[src/rtl/ctlwin_pkg.sv]
// Package: shared bit positions and strobe indices for the control window.
// Assumes an 8-bit CONTROL register. Bit positions are fixed because
// outside logic decodes them.
package ctlwin_pkg;
    localparam int CTRL_W   = 8;
    // CONTROL bit positions
    localparam int B_WDOG   = 0;
    localparam int B_OUT1   = 1;
    localparam int B_OUT2   = 2;
    localparam int B_ISO2EN = 3;
    localparam int B_SLOW   = 4;
    localparam int B_PBEN   = 5;
    localparam int B_FAN    = 6;
    localparam int B_IRQ    = 7;
    // indices of the decoded strobe locations
    localparam int A_CTRL   = 0;
    localparam int A_WDOG   = 1;
    localparam int A_RATE   = 2;
    localparam int A_OUT1   = 3;
    localparam int A_OUT2   = 4;
    localparam int NACT     = 5;
endpackage

[src/rtl/ctlwin_decode.sv]
// Module: decodes the bus strobes into per-location read and write hits.
// Assumes at most one access per cycle. If both strobes are high, the
// write wins and the read is suppressed.
module ctlwin_decode #(
    parameter int                      ADDR_W   = 4,
    parameter int                      NLOC     = 5,
    parameter logic [NLOC*ADDR_W-1:0]  OFS_LIST = '0
) (
    input  logic [ADDR_W-1:0] bus_addr,
    input  logic              bus_rd,
    input  logic              bus_wr,
    output logic [NLOC-1:0]   rd_hit,
    output logic [NLOC-1:0]   wr_hit
);
    logic rd_ok;

    // write has priority over a simultaneous read
    assign rd_ok = bus_rd & ~bus_wr;

    for (genvar i = 0; i < NLOC; i++) begin : g_loc
        localparam logic [ADDR_W-1:0] OFS = OFS_LIST[i*ADDR_W +: ADDR_W];
        // one comparator per decoded location
        assign rd_hit[i] = rd_ok  && (bus_addr == OFS);
        assign wr_hit[i] = bus_wr && (bus_addr == OFS);
    end
endmodule

[src/rtl/ctlwin_state.sv]
// Module: holds the CONTROL register. Strobe side effects and CONTROL
// writes update the same flops, so there is one copy of every level.
// Also detects the 1-to-0 edge of the fan bit.
// Assumes at most one hit per cycle, as the decoder guarantees.
module ctlwin_state
    import ctlwin_pkg::*;
(
    input  logic              clk,
    input  logic              rst_n,
    input  logic [NACT-1:0]   rd_hit,
    input  logic [NACT-1:0]   wr_hit,
    input  logic [CTRL_W-1:0] wr_data,
    output logic [CTRL_W-1:0] ctrl_q,
    output logic              fan_pulse
);
    logic [CTRL_W-1:0] ctrl_d;

    // next CONTROL value from whichever access hit this cycle
    always_comb begin
        ctrl_d = ctrl_q;
        if (wr_hit[A_CTRL]) ctrl_d = wr_data;
        if (wr_hit[A_WDOG]) ctrl_d[B_WDOG] = 1'b1;
        if (rd_hit[A_WDOG]) ctrl_d[B_WDOG] = 1'b0;
        if (wr_hit[A_RATE]) ctrl_d[B_SLOW] = 1'b1;
        if (rd_hit[A_RATE]) ctrl_d[B_SLOW] = 1'b0;
        if (wr_hit[A_OUT1]) ctrl_d[B_OUT1] = 1'b1;
        if (rd_hit[A_OUT1]) ctrl_d[B_OUT1] = 1'b0;
        if (wr_hit[A_OUT2]) ctrl_d[B_OUT2] = 1'b1;
        if (rd_hit[A_OUT2]) ctrl_d[B_OUT2] = 1'b0;
    end

    // register CONTROL and the fan falling-edge pulse
    always_ff @(posedge clk) begin
        if (!rst_n) begin
            ctrl_q    <= '0;
            fan_pulse <= 1'b0;
        end else begin
            ctrl_q    <= ctrl_d;
            fan_pulse <= ctrl_q[B_FAN] & ~ctrl_d[B_FAN];
        end
    end
endmodule

[src/rtl/ctlwin_rstmux.sv]
// Module: merges the three reset sources into one request.
// Assumes the pushbutton is active low and the isolated input active high.
module ctlwin_rstmux (
    input  logic wdt_expired,
    input  logic pbutton_n,
    input  logic pb_en,
    input  logic iso2_active,
    input  logic iso2_en,
    output logic sys_reset
);
    // OR of the timeout and the two gated external sources
    assign sys_reset = wdt_expired | (~pbutton_n & pb_en) | (iso2_active & iso2_en);
endmodule

[src/rtl/ctlwin_top.sv]
// Module: top of the access-triggered control window. Wires the decoder,
// the CONTROL state and the reset merge, and drives the read path for
// CONTROL. Assumes single-cycle bus strobes.
module ctlwin_top
    import ctlwin_pkg::*;
#(
    parameter int ADDR_W   = 4,
    parameter int OFS_CTRL = 15,
    parameter int OFS_WDOG = 7,
    parameter int OFS_RATE = 12,
    parameter int OFS_OUT1 = 13,
    parameter int OFS_OUT2 = 14
) (
    input  logic              clk,
    input  logic              rst_n,
    input  logic [ADDR_W-1:0] bus_addr,
    input  logic              bus_rd,
    input  logic              bus_wr,
    input  logic [CTRL_W-1:0] bus_wdata,
    output logic [CTRL_W-1:0] bus_rdata,
    input  logic              wdt_expired,
    input  logic              pbutton_n,
    input  logic              iso2_active,
    output logic              wdog_en,
    output logic              out1_on,
    output logic              out2_on,
    output logic              slow_clk_sel,
    output logic              irq_master_en,
    output logic              sys_reset,
    output logic              fan_restart
);
    localparam logic [NACT*ADDR_W-1:0] OFS_LIST = {
        ADDR_W'(OFS_OUT2), ADDR_W'(OFS_OUT1), ADDR_W'(OFS_RATE),
        ADDR_W'(OFS_WDOG), ADDR_W'(OFS_CTRL)};

    logic [NACT-1:0]   rd_hit;
    logic [NACT-1:0]   wr_hit;
    logic [CTRL_W-1:0] ctrl_q;

    ctlwin_decode #(
        .ADDR_W   (ADDR_W),
        .NLOC     (NACT),
        .OFS_LIST (OFS_LIST)
    ) u_decode (
        .bus_addr (bus_addr),
        .bus_rd   (bus_rd),
        .bus_wr   (bus_wr),
        .rd_hit   (rd_hit),
        .wr_hit   (wr_hit)
    );

    ctlwin_state u_state (
        .clk       (clk),
        .rst_n     (rst_n),
        .rd_hit    (rd_hit),
        .wr_hit    (wr_hit),
        .wr_data   (bus_wdata),
        .ctrl_q    (ctrl_q),
        .fan_pulse (fan_restart)
    );

    ctlwin_rstmux u_rstmux (
        .wdt_expired (wdt_expired),
        .pbutton_n   (pbutton_n),
        .pb_en       (ctrl_q[B_PBEN]),
        .iso2_active (iso2_active),
        .iso2_en     (ctrl_q[B_ISO2EN]),
        .sys_reset   (sys_reset)
    );

    // CONTROL read path, zero outside a read of its location
    assign bus_rdata     = rd_hit[A_CTRL] ? ctrl_q : '0;
    assign wdog_en       = ctrl_q[B_WDOG];
    assign out1_on       = ctrl_q[B_OUT1];
    assign out2_on       = ctrl_q[B_OUT2];
    assign slow_clk_sel  = ctrl_q[B_SLOW];
    assign irq_master_en = ctrl_q[B_IRQ];
endmodule

[config.mk]
export PLATFORM = sky130hd
export DESIGN_NAME = ctlwin_top
export DESIGN_NICKNAME = d
export VERILOG_FILES = /design/src/rtl/ctlwin_pkg.sv /design/src/rtl/ctlwin_decode.sv /design/src/rtl/ctlwin_state.sv /design/src/rtl/ctlwin_rstmux.sv /design/src/rtl/ctlwin_top.sv
export SDC_FILE = /design/constraint.sdc
export NUM_CORES = 1
export LEC_CHECK = 0
export ABC_AREA = 1
export CORE_MARGIN = 10
export CORE_UTILIZATION = 35
export CTS_CLUSTER_SIZE = 10
export DETAILED_ROUTE_END_ITERATION = 8
export GPL_ROUTABILITY_DRIVEN = 0
export MAX_ROUTING_LAYER = met4
export PLACE_DENSITY = 0.75
export REMOVE_ABC_BUFFERS = 1
export SLEW_MARGIN = 20
export SYNTH_ARGS = -nofsm -noshare
export SYNTH_HDL_FRONTEND = slang
export SYNTH_SLANG_ARGS = --single-unit
[constraint.sdc]
create_clock -name clk -period 0.9 [get_ports clk]
set_input_delay 0.09 -clock clk [delete_from_list [all_inputs] [get_ports clk]]
set_output_delay 0.09 -clock clk [all_outputs]
set_load 0.05 [all_outputs]
; ---- Word level (Yosys, flattened, before mapping)
; Cells that the tools add are included.
[word_totals]
word_cells = 46
out_inout_bits = 15
regBits = 9
input_bits = 19
[op_classes]
bitwise = 10
muxes = 6
n_eq_ne = 5
n_reduce_logical = 18
[op_table]
columns = op, count
row1 = 4-bit == test (second input constant), 4
row2 = 1-bit logical AND, 10
row3 = 8-bit two-way mux, 1
row4 = 2-bit nonzero test, 4
row5 = 2-bit OR reduction, 4
row6 = 7-bit two-way mux, 1
row7 = 1-bit AND, 4
row8 = 4-bit by 3-bit == test with 1-bit output (second input constant), 1
row9 = 1-bit two-way mux, 4
row10 = 1-bit inverter, 4
row11 = 1-bit bitwise OR, 2

; ---- Logic depth before layout (Yosys ltp)
; Gate-level depths: netlist of the first run.
[depth]
word_depth = 5
mapped_depth = 6
depth_no_buf = 6

; ---- Modules after synthesis
; A second synthesis of the first run with hierarchy kept.
[hier_totals]
hier_cells = 109
area_unflattened_um2 = 590.6
[by_module_without_submodules]
columns = module, seq_area_each_um2, cells_per_inst, area_per_inst_um2, n_inst
row1 = ctlwin_state, 180.2, 59, 390.4, 1
row2 = ctlwin_decode, 0.0, 28, 107.6, 1
row3 = ctlwin_top, 0.0, 17, 65.1, 1
row4 = ctlwin_rstmux, 0.0, 5, 27.5, 1

; ---- Worst setup path before layout of the first run
; Ideal clock, no wire load.
[synth_timing]
kind = register to output
from = reg u_state.ctrl_q[5]
to = out sys_reset
t_arrival_ns = 1.450
required_time_ns = 0.810
path_buffers = 0
path_slack_ns = -0.640
path_stages_with_launch = 3
path_cell_list = dfxtp_1 -> inv_1 -> o21ai_0
[synth_via]
elab_chain_len = 3
[synth_rtl]
columns = element, line
row1 = from (decl), ctlwin_state.sv:13  ; output logic [CTRL_W-1:0] ctrl_q,
row2 = from (signal assigned), ctlwin_state.sv:38  ; ctrl_q <= ctrl_d;
row3 = 1-bit AND, ctlwin_rstmux.sv:12  ; assign sys_reset = wdt_expired | (~pbutton_n & pb_en) | (iso2_active & iso2_en);
row4 = 1-bit bitwise OR (2 in series), ctlwin_rstmux.sv:12
row5 = to (decl), ctlwin_top.sv:29  ; output logic sys_reset,
; Every way passes these cells.

; ---- Worst setup path in the final report of the first run
[layout_timing]
from = reg u_state.ctrl_q[3]
to = out sys_reset
[layout_via]
elab_chain_len = 2
[layout_rtl]
columns = element, line
row1 = 1-bit AND, ctlwin_rstmux.sv:12
row2 = 1-bit bitwise OR, ctlwin_rstmux.sv:12
; Every way passes these cells.

==> summary.txt, run 1 <==
Placement
  • Placed cell areas: approximately 0.0011 mm²
  • Dpl hpwl: ~1.7 mm
  • PortBufs: 33

Clock network
  • Clock slew at reported path FFs: 0.07 ns
  • CTS tree: done
  • H-Tree Depth: 1
  • Hold-fix buffers, CTS: 0
  • Root buffer cell: clkbuf_4
  • Deepest clock path buffer count: 2
  • CTS Buf Count: 3
  • Worst skew pair latency: ~0.26 ns
  • Clock sinks: 9

Logic synthesis
  • FF+latch count, synth: 9
  • Netlist Area Pre-Place: 559 µm²
  • Yosys top cell area share: 0.322
  • Synthesized area per cell: 6.21 µm²
  • Top post-synthesis cells by area: dfxtp_1, nor2_1, inv_1
  • Post-synth top area cell: dfxtp_1
  • Ys Warns: 0
  • Post-synthesis cell count: 90
  • Share of the yosys chip area belonging to registers: 0.322
  • Netlist cell types: 15

Global route
  • Grt met3 use: 0.0551
  • Overflow after GRT: 0
  • Gr busiest metal: met2
  • GR Util All Layers: 0.153
  • Largest net degree at the start of global routing: 14
  • First-pass GRT wire length: 4.00 mm
  • Met1 Track Usage GR: 0.144
  • Vias in the first global route: 851
  • GRT met2 Usage: 0.265
  • Initial antenna violation count: 0

Final layout
  • Ratio of cells with drive above 1 in the final layout: 0.496
  • Final Cell Area: 0.00135 mm²
  • Area grow syn2layout: 141%
  • # diodes: 0
  • Final Net Count: 161
  • Fill cells: 67

Floorplan
  • Row count: 14
  • Area of the core: ~0.0015 mm²
  • Starting density of the core: 0.371
  • Die Wd: 60.0 µm
  • Die height: about 60 µm
  • Die area: 0.00360 mm²
  • IO Pins: 34

STA
  • Min cycle time layout: 1.07 ns
  • Hold Fails Final Rpt: 0
  • Rel. slew slack: 0.791
  • Worst Skew: 0.000266 ns
  • RSZ-0062 raised after global routing: yes
  • Worst setup margin: -0.170 ns
  • Fmax: a little over 900 MHz
  • Worst slew pin tran: 0.313 ns
  • Max-slew violation count: 0
  • Final worst path period share: 1.19
  • Setup violations, final: 14
  • Setup TNS: -1.20 ns

Power
  • Power Dens Cells: 806 mW/mm²
  • Leakage: 0.000577 µW
  • VDD IR-drop max: around 800 µV
  • Total power: 1090 µW

Setup path
  • CP Class: flip-flop to output port
  • Setup crit end kind: output port
  • CP arrival: between 0.9 and 1 ns
  • Crit start category: flip-flop
  • Crit Path Max Fanout: 3
  • WP data required: 0.81 ns

Route
  • Routed wire length: 2.52 mm
  • Drt via density: 5.11
  • Drt first pass iters: 4
  • Avg WL per Cell: about 16 µm
  • Final ANT Viol Nets: 0
  • Drc violations: 0
  • Vias: 802
  • Iter 0 DRT Violations: 16

Worst hold path
  • Hold/Removal Path Class: primary input to flip-flop

Job
  • Max-cap violation count: 0

Run status
  • Status: complete, but fails checks
  • Failing checks: setup timing
==> flip-flops by register name, summed over array words and instances (netlist names) <==
register           flops
u_state.fan_pulse      1
u_state.ctrl_q         8
==> layout make-up <==
| cell class | count | area, µm² | share of cell area |
|---|---|---|---|
| Timing Repair Buffer | 48 | 643 | 0.477 |
| Clock buffer | 4 | 26.3 | 0.0195 |
| Sequential cell | 9 | 193 | 0.143 |
| Tap cell | 16 | 20.0 | 0.0149 |
| Inverter | 15 | 61.3 | 0.0455 |
| Multi-Input combinational cell | 65 | 404 | 0.300 |
==> metrics by stage <==
| stage | utilization | hold slack [ns] | setup slack (ns) | std cells |
|---|---|---|---|---|
| CTS | 0.885 | 0.221 | -0.155 | 156 |
| global route | 0.895 | 0.246 | -0.200 | 157 |
| global placement | 0.755 | 0.442 | -0.533 | 149 |
| detailed placement | 0.755 | 0.461 | -0.632 | 149 |
| floorplan | - | 0.168 | -0.640 | 89 |
| finish | 0.895 | 0.221 | -0.170 | 157 |
==> cell usage in the layout (no fill, tap or decap), types with 2 or more instances in the layout <==
cell type        Yosys  layout
a21oi_1              5       4
buf_12               0      16
buf_4                0       8
buf_6                0       8
buf_8                0       2
clkbuf_4             0       3
clkdlybuf4s15_1      0       2
clkdlybuf4s50_1      0      11
dfxtp_2              0       7
inv_1               14       6
inv_2                0       8
nand2_1             11      10
nand2_4              1       2
nand3_1              8       8
nor2_1              27      18
nor2_4               0       8
o21ai_0              5       4
o21ai_1              4       4
==> kinds of logic after synthesis <==
| kind of cell | share of synthesized area |
|---|---|
| simple gates | 0.434 |
| buf+inv | 0.119 |
| compound gates | 0.125 |
| flops | 0.322 |
==> cells in the mapped netlist (all sizes together) <==
cell type / n
nand3: 9
nand2: 13
clkinv: 1
dfxtp: 9
buf: 1
inv: 14
a21oi: 5
nor3: 1
nor2: 28
o21ai: 9
==> worst paths after layout <==
check	startpoint	to	slack [ns]	depth (start not counted)
setup / recovery	u_state.ctrl_q[3]	sys_reset	-0.17	3
setup reg to reg	u_state.ctrl_q[7]	u_state.ctrl_q[7]	0.04	4
hold reg to reg	u_state.ctrl_q[5]	u_state.ctrl_q[5]	0.50	2
hold / removal	bus_addr[3]	u_state.ctrl_q[0]	0.22	5
==> power breakdown <==
part	internal (µW)	switching [µW]	leakage, µW	total (µW)
logic	172	164	0.000485	336
clock network	172	163	0.0000150	334
registers	407	8.62	0.0000770	416
==> critical path, cell delays in order (launching register included) <==
cell and delay (ns):
dfxtp_4 0.36, a21oi_2 0.12, o21ai_2 0.08, buf_12 0.15
==> timing repair <==
action / CTS / global route
resized for setup: 71 / 4
pin swaps: 13 / 2
endpoints found under the setup margin: 23 / 15
setup buffers: 4 / 1
==> routing by layer <==
metal	part of all wire	vias up
met5	0	-
met4	0.034	0
met3	0.077	9
met2	0.52	35
met1	0.37	370
li1	-	388
Power figures use the tool's default switching activity.
==> inputs of run 2 (changes only) <==
- CORE_MARGIN: 10 -> unset
==> summary.txt, run 2 (same netlist as run 1, synthesis figures left out) <==
Run status
  • Status: complete, but fails checks
  • Failing checks: setup timing

Route
  • Drt via density: 5.25
  • Routed wire length: 2.28 mm
  • Drc violations: 0
  • Vias: 835
  • Avg WL per Cell: 14.3 µm
  • Iter 0 DRT Violations: 24
  • Drt first pass iters: 4
  • Final ANT Viol Nets: 0

Final layout
  • Area grow syn2layout: 143%
  • Largest Register: u_state.ctrl_q
  • Most common cell after layout, fill and taps aside: nor2_1
  • Most frequent cells in the layout: nor2_1, buf_12, clkdlybuf4s50_1
  • Regs by FF count: u_state.ctrl_q: 8 flops, u_state.fan_pulse: 1 flops
  • Final Net Count: 163
  • Final core utilization: 0.902
  • Ratio of cells with drive above 1 in the final layout: 0.524
  • Max reg flops: 8
  • # diodes: 0

Clock network
  • CTS Buf Count: 3
  • Deepest clock path buffer count: 2
  • CTS tree: done
  • Worst skew pair latency: 0.26 ns
  • Clock sinks: 9
  • H-Tree Depth: 1
  • Root buffer cell: clkbuf_4
  • Clock slew at reported path FFs: 0.07 ns

STA
  • Final worst path period share: 1.16
  • Max-slew violation count: 0
  • Worst slew pin tran: 0.326 ns
  • Worst Skew: 0.000307 ns
  • Fmax: 955 MHz
  • Rel. slew slack: 0.782
  • Min cycle time layout: 1.05 ns
  • Setup violations, final: 14
  • RSZ-0062 raised after global routing: yes
  • Hold Fails Final Rpt: 0
  • Worst setup margin: -0.147 ns

Setup path
  • WP data required: roughly 0.8 ns
  • Crit start category: flip-flop
  • Setup crit end kind: output port
  • RR Endpoint: u_state.ctrl_q[2]
  • Reg2reg path depth: 5
  • Crit Path Max Fanout: 3
  • CP arrival: 0.96 ns
  • Crit Reg-Reg Startpoint: u_state.ctrl_q[2]
  • Reg2Reg Setup Slack: approximately 0.02 ns
  • CP Class: flip-flop to output port

Floorplan
  • Area of the core: 0.00151 mm²
  • Row count: 14
  • Die area: 0.00176 mm²
  • IO Pins: 34
  • Die Wd: 42.0 µm
  • Starting density of the core: 0.371
  • Die height: around 42 µm

Worst hold path
  • Hold/Removal Path Class: primary input to flip-flop
  • Hold path depth: 5
  • Hold EP: u_state.ctrl_q[0]
  • Hold Startpoint: bus_addr[3]

Global route
  • Vias in the first global route: 768
  • Initial antenna violation count: 0
  • Largest net degree at the start of global routing: 14
  • GR Util All Layers: 0.245
  • Overflow after GRT: 0
  • First-pass GRT wire length: 3.13 mm

Power
  • Reg power frac: 0.384
  • Power share of the combinational group: 0.313
  • Power Dens Cells: 800 mW/mm²
  • Switching share of power: 0.306
  • VDD IR-drop max: 648 µV
  • Clock power frac: 0.303
  • Total power: 1090 µW
  • Internal power: between 700 and 800 µW
  • Leakage: approximately 0.00058 µW
  • Psw: 333 µW

Placement
  • PortBufs: 33
  • Dpl hpwl: 1.29 mm

Job
  • Max-cap violation count: 0
[run 2: changes by cell type in the layout (fill, tap and decap cells not counted), sizes merged]
cell,delta
clkdlybuf4s50,+1
dlymetal6s2s,-1
buf,+2
[run 2: timing repair]
| action | CTS | global route |
|---|---|---|
| hold buffers | 0 | 0 |
| resized for setup | 72 | 5 |
| pin swaps | 13 | 4 |
| setup buffers | 7 | 0 |
| setup endpoints to repair | 23 | 16 |
[run 2: routing by layer]
metal / share of wire / track usage / wire length, µm
met1: 0.38 / 0.250 / 867
met3: 0.074 / 0.0560 / 169
met2: 0.53 / 0.444 / 1200
met5: 0 / - / 0
met4: 0.018 / 0.103 / 40
[run 2: how the worst max path moves through the flow]
stage | start | end | slack [ns] | depth (start not counted)
2_1_floorplan | u_state.ctrl_q[5] | sys_reset | -0.64 | 2
3_3_place_gp | bus_addr[2] | bus_rdata[4] | -0.53 | 6
3_5_place_dp | bus_addr[2] | u_state.ctrl_q[1] | -0.61 | 7
4_1_cts | u_state.ctrl_q[3] | sys_reset | -0.17 | 3
5_1_grt | u_state.ctrl_q[5] | sys_reset | -0.19 | 3
6_report | u_state.ctrl_q[3] | sys_reset | -0.15 | 3
[run 2: power groups by stage]
stage | logic, µW | registers, µW | clock network, µW
floorplan | 77.3 | 446 | 0
global route | 356 | 418 | 361
finish | 340 | 418 | 329
detailed placement | 286 | 422 | 0
CTS | 320 | 418 | 331
global placement | 280 | 422 | 0
[run 2: metrics by stage]
stage | setup slack (ns) | cells | area (µm²) | setup TNS [ns] | hold slack (ns)
after global routing | -0.190 | 159 | 1360 | -1.51 | 0.230
after floorplan | -0.640 | 89 | 554 | -5.21 | 0.168
after detailed placement | -0.608 | 149 | 1140 | -9.72 | 0.449
after global placement | -0.532 | 149 | 1140 | -8.79 | 0.441
final | -0.147 | 159 | 1360 | -1.03 | 0.197
after CTS | -0.171 | 159 | 1340 | -0.978 | 0.199
[run 2: area by class of cell]
| cell class | instances | area (µm²) |
|---|---|---|
| repair buffers | 50 | 653 |
| fillers | 64 | 148 |
| inverters | 15 | 61.3 |
| well taps | 16 | 20.0 |
| clock buffers | 4 | 26.3 |
| flip-flops and latches | 9 | 190 |
| multi-input cells | 65 | 408 |
[run 2: critical path, stage by stage (launching register included)]
cell and delay (ns):
dfxtp_2 0.34, a21oi_2 0.12, o21ai_2 0.08, buf_12 0.15
